[src/rtl/fault_agg_pkg.sv]
package fault_agg_pkg;
    localparam int IDX_MEM    = 0;
    localparam int IDX_ABSENT = 1;
    localparam int IDX_CMD    = 2;
    localparam int IDX_CRC    = 3;
    localparam int IDX_REG    = 4;
    localparam int IDX_MTERR  = 5;
    localparam int IDX_MTCNT  = 6;
    localparam int IDX_NON    = 7;
    localparam int IDX_STUP   = 8;
    localparam int IDX_TERR   = 9;
    localparam int IDX_FWRN   = 10;
    localparam int IDX_TWRN   = 11;
    localparam int IDX_MTWRN  = 12;
    localparam int FIXED_BITS = 13;

    localparam int MB_AMP_ERR  = 7;
    localparam int MB_EXT_ERR  = 6;
    localparam int MB_TEMP_ERR = 5;
    localparam int MB_FREQ_WRN = 4;
    localparam int MB_AMP_WRN  = 3;
    localparam int MB_ACTL_WRN = 2;
    localparam int MB_TEMP_WRN = 1;
    localparam int MB_MT_WRN   = 0;

    function automatic int status_width(input int nch);
        return FIXED_BITS + 4 * nch;
    endfunction
endpackage

[src/rtl/fault_sync2.sv]
module fault_sync2 (
    input  logic clk,
    input  logic rst_n,
    input  logic pin_n,
    output logic active
);
    typedef struct packed {
        logic s1;
        logic s2;
    } sync_t;

    sync_t st_d, st_q;

    always_comb begin
        st_d    = st_q;
        st_d.s1 = pin_n;
        st_d.s2 = st_q.s1;
    end

    always_ff @(posedge clk or negedge rst_n) begin
        if (!rst_n) begin
            st_q <= '{s1: 1'b1, s2: 1'b1};
        end else begin
            st_q <= st_d;
        end
    end

    assign active = ~st_q.s2;
endmodule

[src/rtl/fault_status_reg.sv]
module fault_status_reg #(
    parameter int SW      = 25,
    parameter int KEEP_IX = 0
) (
    input  logic          clk,
    input  logic          rst_n,
    input  logic [SW-1:0] evt,
    input  logic          rd_clr,
    input  logic          soft_rst,
    output logic [SW-1:0] bits
);
    typedef struct packed {
        logic [SW-1:0] bits;
    } sreg_t;

    sreg_t st_d, st_q;
    logic [SW-1:0] clr_vec;

    for (genvar g = 0; g < SW; g++) begin : g_clr
        if (g == KEEP_IX) begin : g_keep
            assign clr_vec[g] = soft_rst;
        end else begin : g_norm
            assign clr_vec[g] = rd_clr;
        end
    end

    always_comb begin
        st_d      = st_q;
        st_d.bits = evt | (st_q.bits & ~clr_vec);
    end

    always_ff @(posedge clk or negedge rst_n) begin
        if (!rst_n) begin
            st_q <= '0;
        end else begin
            st_q <= st_d;
        end
    end

    assign bits = st_q.bits;
endmodule

[src/rtl/fault_router.sv]
module fault_router
    import fault_agg_pkg::*;
#(
    parameter int NCH = 3,
    localparam int SW = FIXED_BITS + 4 * NCH
) (
    input  logic [SW-1:0] sts,
    input  logic [7:0]    mask,
    input  logic          proto_sel,
    input  logic [1:0]    mt_mode,
    input  logic          sync_nonius,
    input  logic          ext_act,
    output logic          err_act,
    output logic          wrn_act,
    output logic          pin_act,
    output logic          safe_act
);
    localparam int AHI = FIXED_BITS;
    localparam int ALO = FIXED_BITS + NCH;
    localparam int CHI = FIXED_BITS + 2 * NCH;
    localparam int CLO = FIXED_BITS + 3 * NCH;

    logic [NCH-1:0] amp_ch, actl_ch;
    logic amp_any, actl_any;
    logic fixed_err, gated_err, masked_err;
    logic mt_on;
    logic [7:0] en;

    for (genvar c = 0; c < NCH; c++) begin : g_ch
        assign amp_ch[c]  = sts[AHI + c] | sts[ALO + c];
        assign actl_ch[c] = sts[CHI + c] | sts[CLO + c];
    end

    always_comb begin
        en        = ~mask;
        amp_any   = |amp_ch;
        actl_any  = |actl_ch;
        mt_on     = (mt_mode == 2'b01) || (mt_mode == 2'b10);

        fixed_err = sts[IDX_MEM] | sts[IDX_CMD] | sts[IDX_CRC];
        gated_err = (sts[IDX_REG] & proto_sel)
                  | ((sts[IDX_MTERR] | sts[IDX_MTCNT]) & mt_on)
                  | ((sts[IDX_NON] | sts[IDX_STUP]) & sync_nonius);
        masked_err = (amp_any & en[MB_AMP_ERR])
                   | (ext_act & en[MB_EXT_ERR])
                   | (sts[IDX_TERR] & en[MB_TEMP_ERR]);

        err_act  = fixed_err | gated_err | masked_err;
        wrn_act  = sts[IDX_CMD]
                 | (sts[IDX_FWRN]  & en[MB_FREQ_WRN])
                 | (amp_any        & en[MB_AMP_WRN])
                 | (actl_any       & en[MB_ACTL_WRN])
                 | (sts[IDX_TWRN]  & en[MB_TEMP_WRN])
                 | (sts[IDX_MTWRN] & en[MB_MT_WRN]);
        pin_act  = err_act | sts[IDX_NON];
        safe_act = sts[IDX_TERR] & en[MB_TEMP_ERR];
    end
endmodule

[src/rtl/fault_aggregator.sv]
module fault_aggregator
    import fault_agg_pkg::*;
#(
    parameter int NCH = 3,
    localparam int SW = FIXED_BITS + 4 * NCH
) (
    input  logic          clk,
    input  logic          rst_n,
    input  logic [SW-1:0] evt_in,
    input  logic [7:0]    cfg_mask,
    input  logic          proto_sel,
    input  logic [1:0]    mt_mode,
    input  logic          sync_nonius,
    input  logic          rd_clr,
    input  logic          soft_rst,
    input  logic          ext_fault_n,
    output logic [SW-1:0] status,
    output logic          err_n,
    output logic          wrn_n,
    output logic          fault_drive,
    output logic          safe_mode
);
    logic ext_act;
    logic err_act, wrn_act, pin_act, safe_act;

    fault_sync2 u_sync (
        .clk    (clk),
        .rst_n  (rst_n),
        .pin_n  (ext_fault_n),
        .active (ext_act)
    );

    fault_status_reg #(
        .SW      (SW),
        .KEEP_IX (IDX_MEM)
    ) u_sts (
        .clk      (clk),
        .rst_n    (rst_n),
        .evt      (evt_in),
        .rd_clr   (rd_clr),
        .soft_rst (soft_rst),
        .bits     (status)
    );

    fault_router #(.NCH(NCH)) u_route (
        .sts         (status),
        .mask        (cfg_mask),
        .proto_sel   (proto_sel),
        .mt_mode     (mt_mode),
        .sync_nonius (sync_nonius),
        .ext_act     (ext_act),
        .err_act     (err_act),
        .wrn_act     (wrn_act),
        .pin_act     (pin_act),
        .safe_act    (safe_act)
    );

    assign err_n       = ~err_act;
    assign wrn_n       = ~wrn_act;
    assign fault_drive = pin_act;
    assign safe_mode   = safe_act;
endmodule

[config.mk]
export PLATFORM = sky130hd
export DESIGN_NAME = fault_aggregator
export DESIGN_NICKNAME = d
export VERILOG_FILES = /design/src/rtl/fault_agg_pkg.sv /design/src/rtl/fault_sync2.sv /design/src/rtl/fault_status_reg.sv /design/src/rtl/fault_router.sv /design/src/rtl/fault_aggregator.sv
export SDC_FILE = /design/constraint.sdc
export NUM_CORES = 1
export LEC_CHECK = 0
export BUFFER_PORTS_ARGS = -buffer_cell sky130_fd_sc_hd__buf_2
export CAP_MARGIN = 20
export CORE_MARGIN = 10
export CORE_UTILIZATION = 43
export DETAILED_ROUTE_END_ITERATION = 16
export PLACE_DENSITY = 0.83
export SLEW_MARGIN = 15
export SYNTH_ARGS = -nofsm -noshare
export SYNTH_HDL_FRONTEND = slang
export SYNTH_SLANG_ARGS = --single-unit
[constraint.sdc]
create_clock -name clk -period 3.5 [get_ports clk]
set_input_delay 0.175 -clock clk [delete_from_list [all_inputs] [get_ports clk]]
set_output_delay 0.175 -clock clk [all_outputs]
set_load 0.005 [all_outputs]
==> results of run 1 <==
==> final timing paths <==
path / startpoint / end / slack, ns / cells after the start
setup reg to reg: u_sts.bits[2] / u_sts.bits[2] / 2.78 / 1
min in group asynchronous: rst_n / u_sts.bits[24] / 0.38 / 2
max in group asynchronous: rst_n / u_sts.bits[8] / 2.74 / 2
setup / recovery: u_sts.bits[18] / fault_drive / 1.49 / 4
hold / removal: evt_in[12] / u_sts.bits[12] / 0.03 / 2
hold reg to reg: u_sync.st_d[0] / u_sync.st_q[0] / 0.36 / 0
==> layout by cell type (no fill, tap or decap) <==
cell | netlist | routed
nor2_1 | 2 | 2
buf_2 | 0 | 70
nor4_1 | 2 | 2
clkbuf_4 | 0 | 3
a21o_1 | 24 | 24
o22ai_1 | 1 | 1
a21o_2 | 1 | 1
a21oi_1 | 4 | 4
nor3_1 | 2 | 2
nand2_1 | 1 | 1
dfstp_2 | 2 | 2
xor2_1 | 1 | 1
or4_1 | 1 | 1
o2bb2ai_1 | 1 | 1
inv_1 | 5 | 5
nor2b_1 | 1 | 1
dfrtp_1 | 25 | 25
dlygate4sd3_1 | 0 | 2
a211o_1 | 1 | 1
o21ai_0 | 1 | 1
clkbuf_1 | 0 | 1
nor4b_1 | 1 | 1
or2_0 | 1 | 1
==> critical path, stage by stage (launching register included) <==
cell and delay (ns):
dfrtp_1 0.41, nor4_1 0.41, a21oi_1 0.17, or4_1 0.40, buf_2 0.14
==> synth_stat cells <==
library cell  instances
a211o_1               1
a21o_1               24
a21o_2                1
a21oi_1               4
buf_1                 2
dfrtp_1              25
dfstp_2               2
inv_1                 5
nand2_1               1
nor2_1                2
nor2b_1               1
nor3_1                2
nor4_1                2
nor4b_1               1
o21ai_0               1
o22ai_1               1
o2bb2ai_1             1
or2_0                 1
or4_1                 1
xor2_1                1
==> final cells by class <==
type,instances,area [sq um]
multi-input combinational,45,309
timing repair buffer,72,370
fill,188,796
tap,28,35.0
sequential,27,678
clock buffer,4,26.3
inverter,5,18.8
==> metal layers <==
metal	vias to the layer above	share of wire (%)	GRT usage [%]
met4	0	0.68	3.77
met2	47	46	19.5
li1	427	-	-
met1	419	37	11.9
met3	2	16	7.73
met5	-	0	0
==> cells by family after synthesis <==
family	count (synthesis)	synth area share, %
flip-flops	27	66.9
AO/OA/AOI/OAI	33	23.5
AND/OR/NAND/NOR	11	6.17
buffers and inverters	7	2.59
XOR/XNOR	1	0.864
==> state kept, by name (all words and copies together) (netlist names) <==
signal / flops
u_sync.st_q: 1
u_sync.st_d: 1
u_sts.bits: 25
==> power by group through the flow <==
| stage | Clock (uW) | Combinational (uW) | Sequential [uW] |
|---|---|---|---|
| 2_1_floorplan | 0 | 26.8 | 355 |
| 3_3_place_gp | 0 | 82.6 | 353 |
| 3_5_place_dp | 0 | 84.9 | 354 |
| 4_1_cts | 131 | 87.0 | 348 |
| 5_1_grt | 147 | 94.2 | 352 |
| 6_report | 125 | 84.3 | 348 |
==> repair_timing <==
action / 4_1_cts / 5_1_grt
setup buffers: 0 / 0
hold buffers: 2 / 0
hold endpoints to repair: 26 / 0
==> metrics by stage <==
stage | util, % | instances | worst slack [ns]
2_1_floorplan | - | 79 | 2.00
3_3_place_gp | 62.3 | 175 | 1.89
3_5_place_dp | 62.3 | 175 | 1.86
4_1_cts | 64.4 | 181 | 1.49
5_1_grt | 64.4 | 181 | 1.37
6_report | 64.4 | 181 | 1.49
==> results.sh, run 1 <==
export IMPL_first_pass_iters=4
export IMPL_tns_ns=0
export IMPL_finalPower_uw=557
export IMPL_grt_max_degree=28
export IMPL_yosys_cell_types_count=20
export IMPL_dp_hpwl_mm=2.33
export IMPL_leakage_uw=0.000771
export IMPL_yosysTopAreaCell="dfrtp_1"
export IMPL_viasPerCell=4.94
export IMPL_numCtsBuffers=3
export IMPL_p_per_area_nw_per_um2=388
export IMPL_routedWlPerCell_um=15.4
export IMPL_finalWeightedCongestion=0.755
export IMPL_endpoint_kind="output pin"
export IMPL_die_area_sq_um=4700
export IMPL_power_frac_clock_pct=22.4
export IMPL_clock_sinks=27
export IMPL_grt_setup_unrepaired="false"
export IMPL_p_sw_share_pct=23.7
export IMPL_row_count=17
export IMPL_critPathKind="register to output pin"
export IMPL_hold_viol_final=0
export IMPL_hp_class="primary input to register"
export IMPL_yosysTopAreaCellShare_pct=61.7
export IMPL_drive_gt1_share_pct=49.7
export IMPL_ys_warn_count=0
export IMPL_worstPathMaxFanout=3
export IMPL_nets=196
export IMPL_combPwrFrac_pct=15.1
export IMPL_clock_path_buffers=2
export IMPL_finalMaxSlewViolations=0
export IMPL_io_buffer_count=70
export IMPL_ant_nets=0
export IMPL_synth_area_sq_um=1010
export IMPL_syn_nets=121
export IMPL_p_int_uw=425
export IMPL_dieHeight_um=68.6
export IMPL_grt_first_pass_wirelength_mm=4.26
export IMPL_worstMarginPinSlew_ns=0.734
export IMPL_insertion_delay_ns=0.30
export IMPL_syn_to_final_growth_pct=41.9
export IMPL_fmax_ghz=0.497
export IMPL_worstPathRequired_ns=3.32
export IMPL_vdd_drop_max_v=0.000264
export IMPL_clk_pin_slew_ns=0.13
export IMPL_fin_area_sq_um=1440
export IMPL_seqPwrFrac_pct=62.5
export IMPL_drtIter0Drc=27
export IMPL_drc=0
export IMPL_antenna_found_initial=0
export IMPL_vias=895
export IMPL_finalClockSkew_ns=0.0000119
export IMPL_cts_root_buffer="clkbuf_4"
export IMPL_yosysSeqAreaShare_pct=66.9
export IMPL_grt_usage_pct=11.8
export IMPL_min_period_over_period_pct=57.5
export IMPL_min_period_ns=2.01
export IMPL_htreeDepth=1
export IMPL_ys_ff_latch=27
export IMPL_p_switching_uw=132
export IMPL_placed_area_sq_um=1390
export IMPL_wl_mm=2.79
export IMPL_grt_ovfl_total=0
export IMPL_status="finished clean"
export IMPL_relSlewSlack_pct=51.0
export IMPL_arrival_ns=1.84
export IMPL_synth_cells=79
export IMPL_grt_pass1_vias=961
export IMPL_post_cts_resize_count=0
export IMPL_avgSynthCellArea_sq_um=12.8
export IMPL_diodes=0
export IMPL_holdWs_ns=0.0324
export IMPL_start_util_pct=45.4
export IMPL_yosys_top_cells_area="dfrtp_1 62%, a21o_1 18%, dfstp_2 5.2%"
export IMPL_max_cap_viol_count=0
export IMPL_pin_count=71
export IMPL_cts_tree="built"
export IMPL_cp_start_kind="register"
export IMPL_die_w_um=68.6
export IMPL_setup_viol=0
export IMPL_coreArea_sq_um=2230
Power figures use the tool's default switching activity.
==> run 2, diff against run 1 <==
CORE_UTILIZATION = 40   (was 43)
PLACE_DENSITY = 0.78   (was 0.83)
clock period = 2.1 ns   (was 3.5 ns; I/O delays follow)
==> run 2 against run 1 <==
  * Critical path depth unchanged
  * Final cell count is 15% higher
  * Count of clock-buffer cells in the layout unchanged
  * Register-to-register slack worse by 1.4 ns
  * Combinational power is 120% higher
  * Flip-flop and latch count stayed put
  * Wire length increased by 24%
  * Total power up 75%
  * Sequential share of layout area shrank 7.3 points
  * Utilization is 4.8 points higher
  * Critical path type unchanged
  * Highest routed layer unchanged
==> results.sh, run 2 (synthesis gave the netlist of run 1 again) <==
export IMPL_status="finished clean"
export IMPL_dp_hpwl_mm=2.34
export IMPL_clock_path_buffers=2
export IMPL_hold_viol_final=0
export IMPL_largest_reg_flops=25
export IMPL_die_area_sq_um=4950
export IMPL_endpoint_kind="output pin"
export IMPL_hp_class="primary input to register"
export IMPL_p_per_area_nw_per_um2=575
export IMPL_relSlewSlack_pct=48.8
export IMPL_cp_start_kind="register"
export IMPL_cp_startpoint="u_sts.bits[6]"
export IMPL_worstPathCellList="or2_0 > a211o_1 > or4_1 > buf_2"
export IMPL_cts_root_buffer="clkbuf_4"
export IMPL_wl_mm=3.47
export IMPL_syn_to_final_growth_pct=67.7
export IMPL_io_buffer_count=70
export IMPL_final_cell_mix="70 x buf_2, 27 x dlygate4sd3_1, 25 x dfrtp_1"
export IMPL_fin_area_sq_um=1700
export IMPL_nets=221
export IMPL_hp_start="soft_rst"
export IMPL_drive_gt1_share_pct=43.3
export IMPL_die_w_um=70.3
export IMPL_drc=0
export IMPL_vdd_drop_max_v=0.000461
export IMPL_setup_ws_ns=0.203
export IMPL_max_stage_delay_ns=0.46
export IMPL_row_count=18
export IMPL_post_place_ws_ns=0.526
export IMPL_first_pass_iters=4
export IMPL_dieHeight_um=70.3
export IMPL_cp_slowest_cell="or4_1"
export IMPL_htreeDepth=1
export IMPL_clock_sinks=27
export IMPL_placed_area_sq_um=1390
export IMPL_arrival_ns=1.79
export IMPL_coreArea_sq_um=2450
export IMPL_tns_ns=0
export IMPL_grt_usage_pct=13.7
export IMPL_antenna_found_initial=1
export IMPL_drtIter0Drc=10
export IMPL_grt_setup_unrepaired="false"
export IMPL_min_period_over_period_pct=90.3
export IMPL_critPathKind="register to output pin"
export IMPL_finalPower_uw=977
export IMPL_grt_pass1_vias=1199
export IMPL_finalMaxSlewViolations=0
export IMPL_routedWlPerCell_um=16.6
export IMPL_worstMarginPinSlew_ns=0.766
export IMPL_leakage_uw=0.000876
export IMPL_fmax_ghz=0.527
export IMPL_worstPathMaxFanout=3
export IMPL_final_common_cell="buf_2"
export IMPL_numCtsBuffers=3
export IMPL_ant_nets=0
export IMPL_post_cts_setup_buffers=0
export IMPL_reg2reg_from="u_sts.bits[17]"
export IMPL_finalClockSkew_ns=0.000149
export IMPL_min_period_ns=1.90
export IMPL_worstPathRequired_ns=2.00
export IMPL_setup_viol=0
export IMPL_grt_first_pass_wirelength_mm=5.62
export IMPL_clk_pin_slew_ns=0.14
export IMPL_grt_ovfl_total=0
export IMPL_pin_count=71
export IMPL_finalWeightedCongestion=0.677
export IMPL_cts_tree="built"
export IMPL_viasPerCell=4.89
export IMPL_max_cap_viol_count=0
export IMPL_vias=1021
export IMPL_start_util_pct=41.3
export IMPL_grt_max_degree=28
export IMPL_insertion_delay_ns=0.30
-- run 2: report_power, final --
group | switching, uW | internal [uW]
logic | 73.0 | 110
registers | 26.3 | 556
clock network | 138 | 74.1
-- run 2: layer usage --
metal	global-route usage (%)	vias to the layer above	routed length (um)	part of all wire [%]
li1	-	476	-	-
met1	13.6	485	1320	38
met2	23.6	56	1720	50
met3	7.06	4	383	11
met4	5.04	0	33	0.95
met5	0	-	0	0
-- run 2: worst paths after layout --
| kind | cells past startpoint | slack [ns] | endpoint |
|---|---|---|---|
| worst max-delay path | 4 | 0.20 | fault_drive |
| worst min-delay path | 3 | 0.06 | u_sts.bits[0] |
| worst max register to register | 1 | 1.35 | u_sts.bits[17] |
| worst min register to register | 0 | 0.36 | u_sync.st_q[0] |
| max in group asynchronous | 2 | 1.39 | u_sync.st_d[0] |
| min in group asynchronous | 2 | 0.32 | u_sts.bits[11] |
-- run 2: metrics by stage --
stage | std cells | hold WS [ns] | utilization (%)
after floorplan | 79 | -0.191 | -
after CTS | 208 | 0.0520 | 68.9
after global routing | 209 | 0.0473 | 69.2
after global placement | 177 | 0.129 | 56.8
after detailed placement | 177 | 0.133 | 56.8
final | 209 | 0.0602 | 69.2
-- run 2: final cells by class --
class | instances | area [sq um]
timing repair buffer | 97 | 621
tap | 30 | 37.5
inverter | 5 | 18.8
sequential | 27 | 678
multi-input combinational | 45 | 315
clock buffer | 4 | 26.3
fill | 177 | 756
antenna | 1 | 2.50
-- run 2: timing repair --
action	4_1_cts	5_1_grt
setup endpoints to repair	0	1
hold buffers	27	0
hold endpoints to repair	51	0
gates resized for setup	0	1
-- run 2: worst max-delay path: cells and delay by family (launching register included) --
| kind | cells | cell delay [ns] |
|---|---|---|
| AND/OR/NAND/NOR | 2 | 0.68 |
| AO/OA/AOI/OAI | 1 | 0.26 |
| flip-flops | 1 | 0.41 |
| buffers and inverters | 1 | 0.14 |
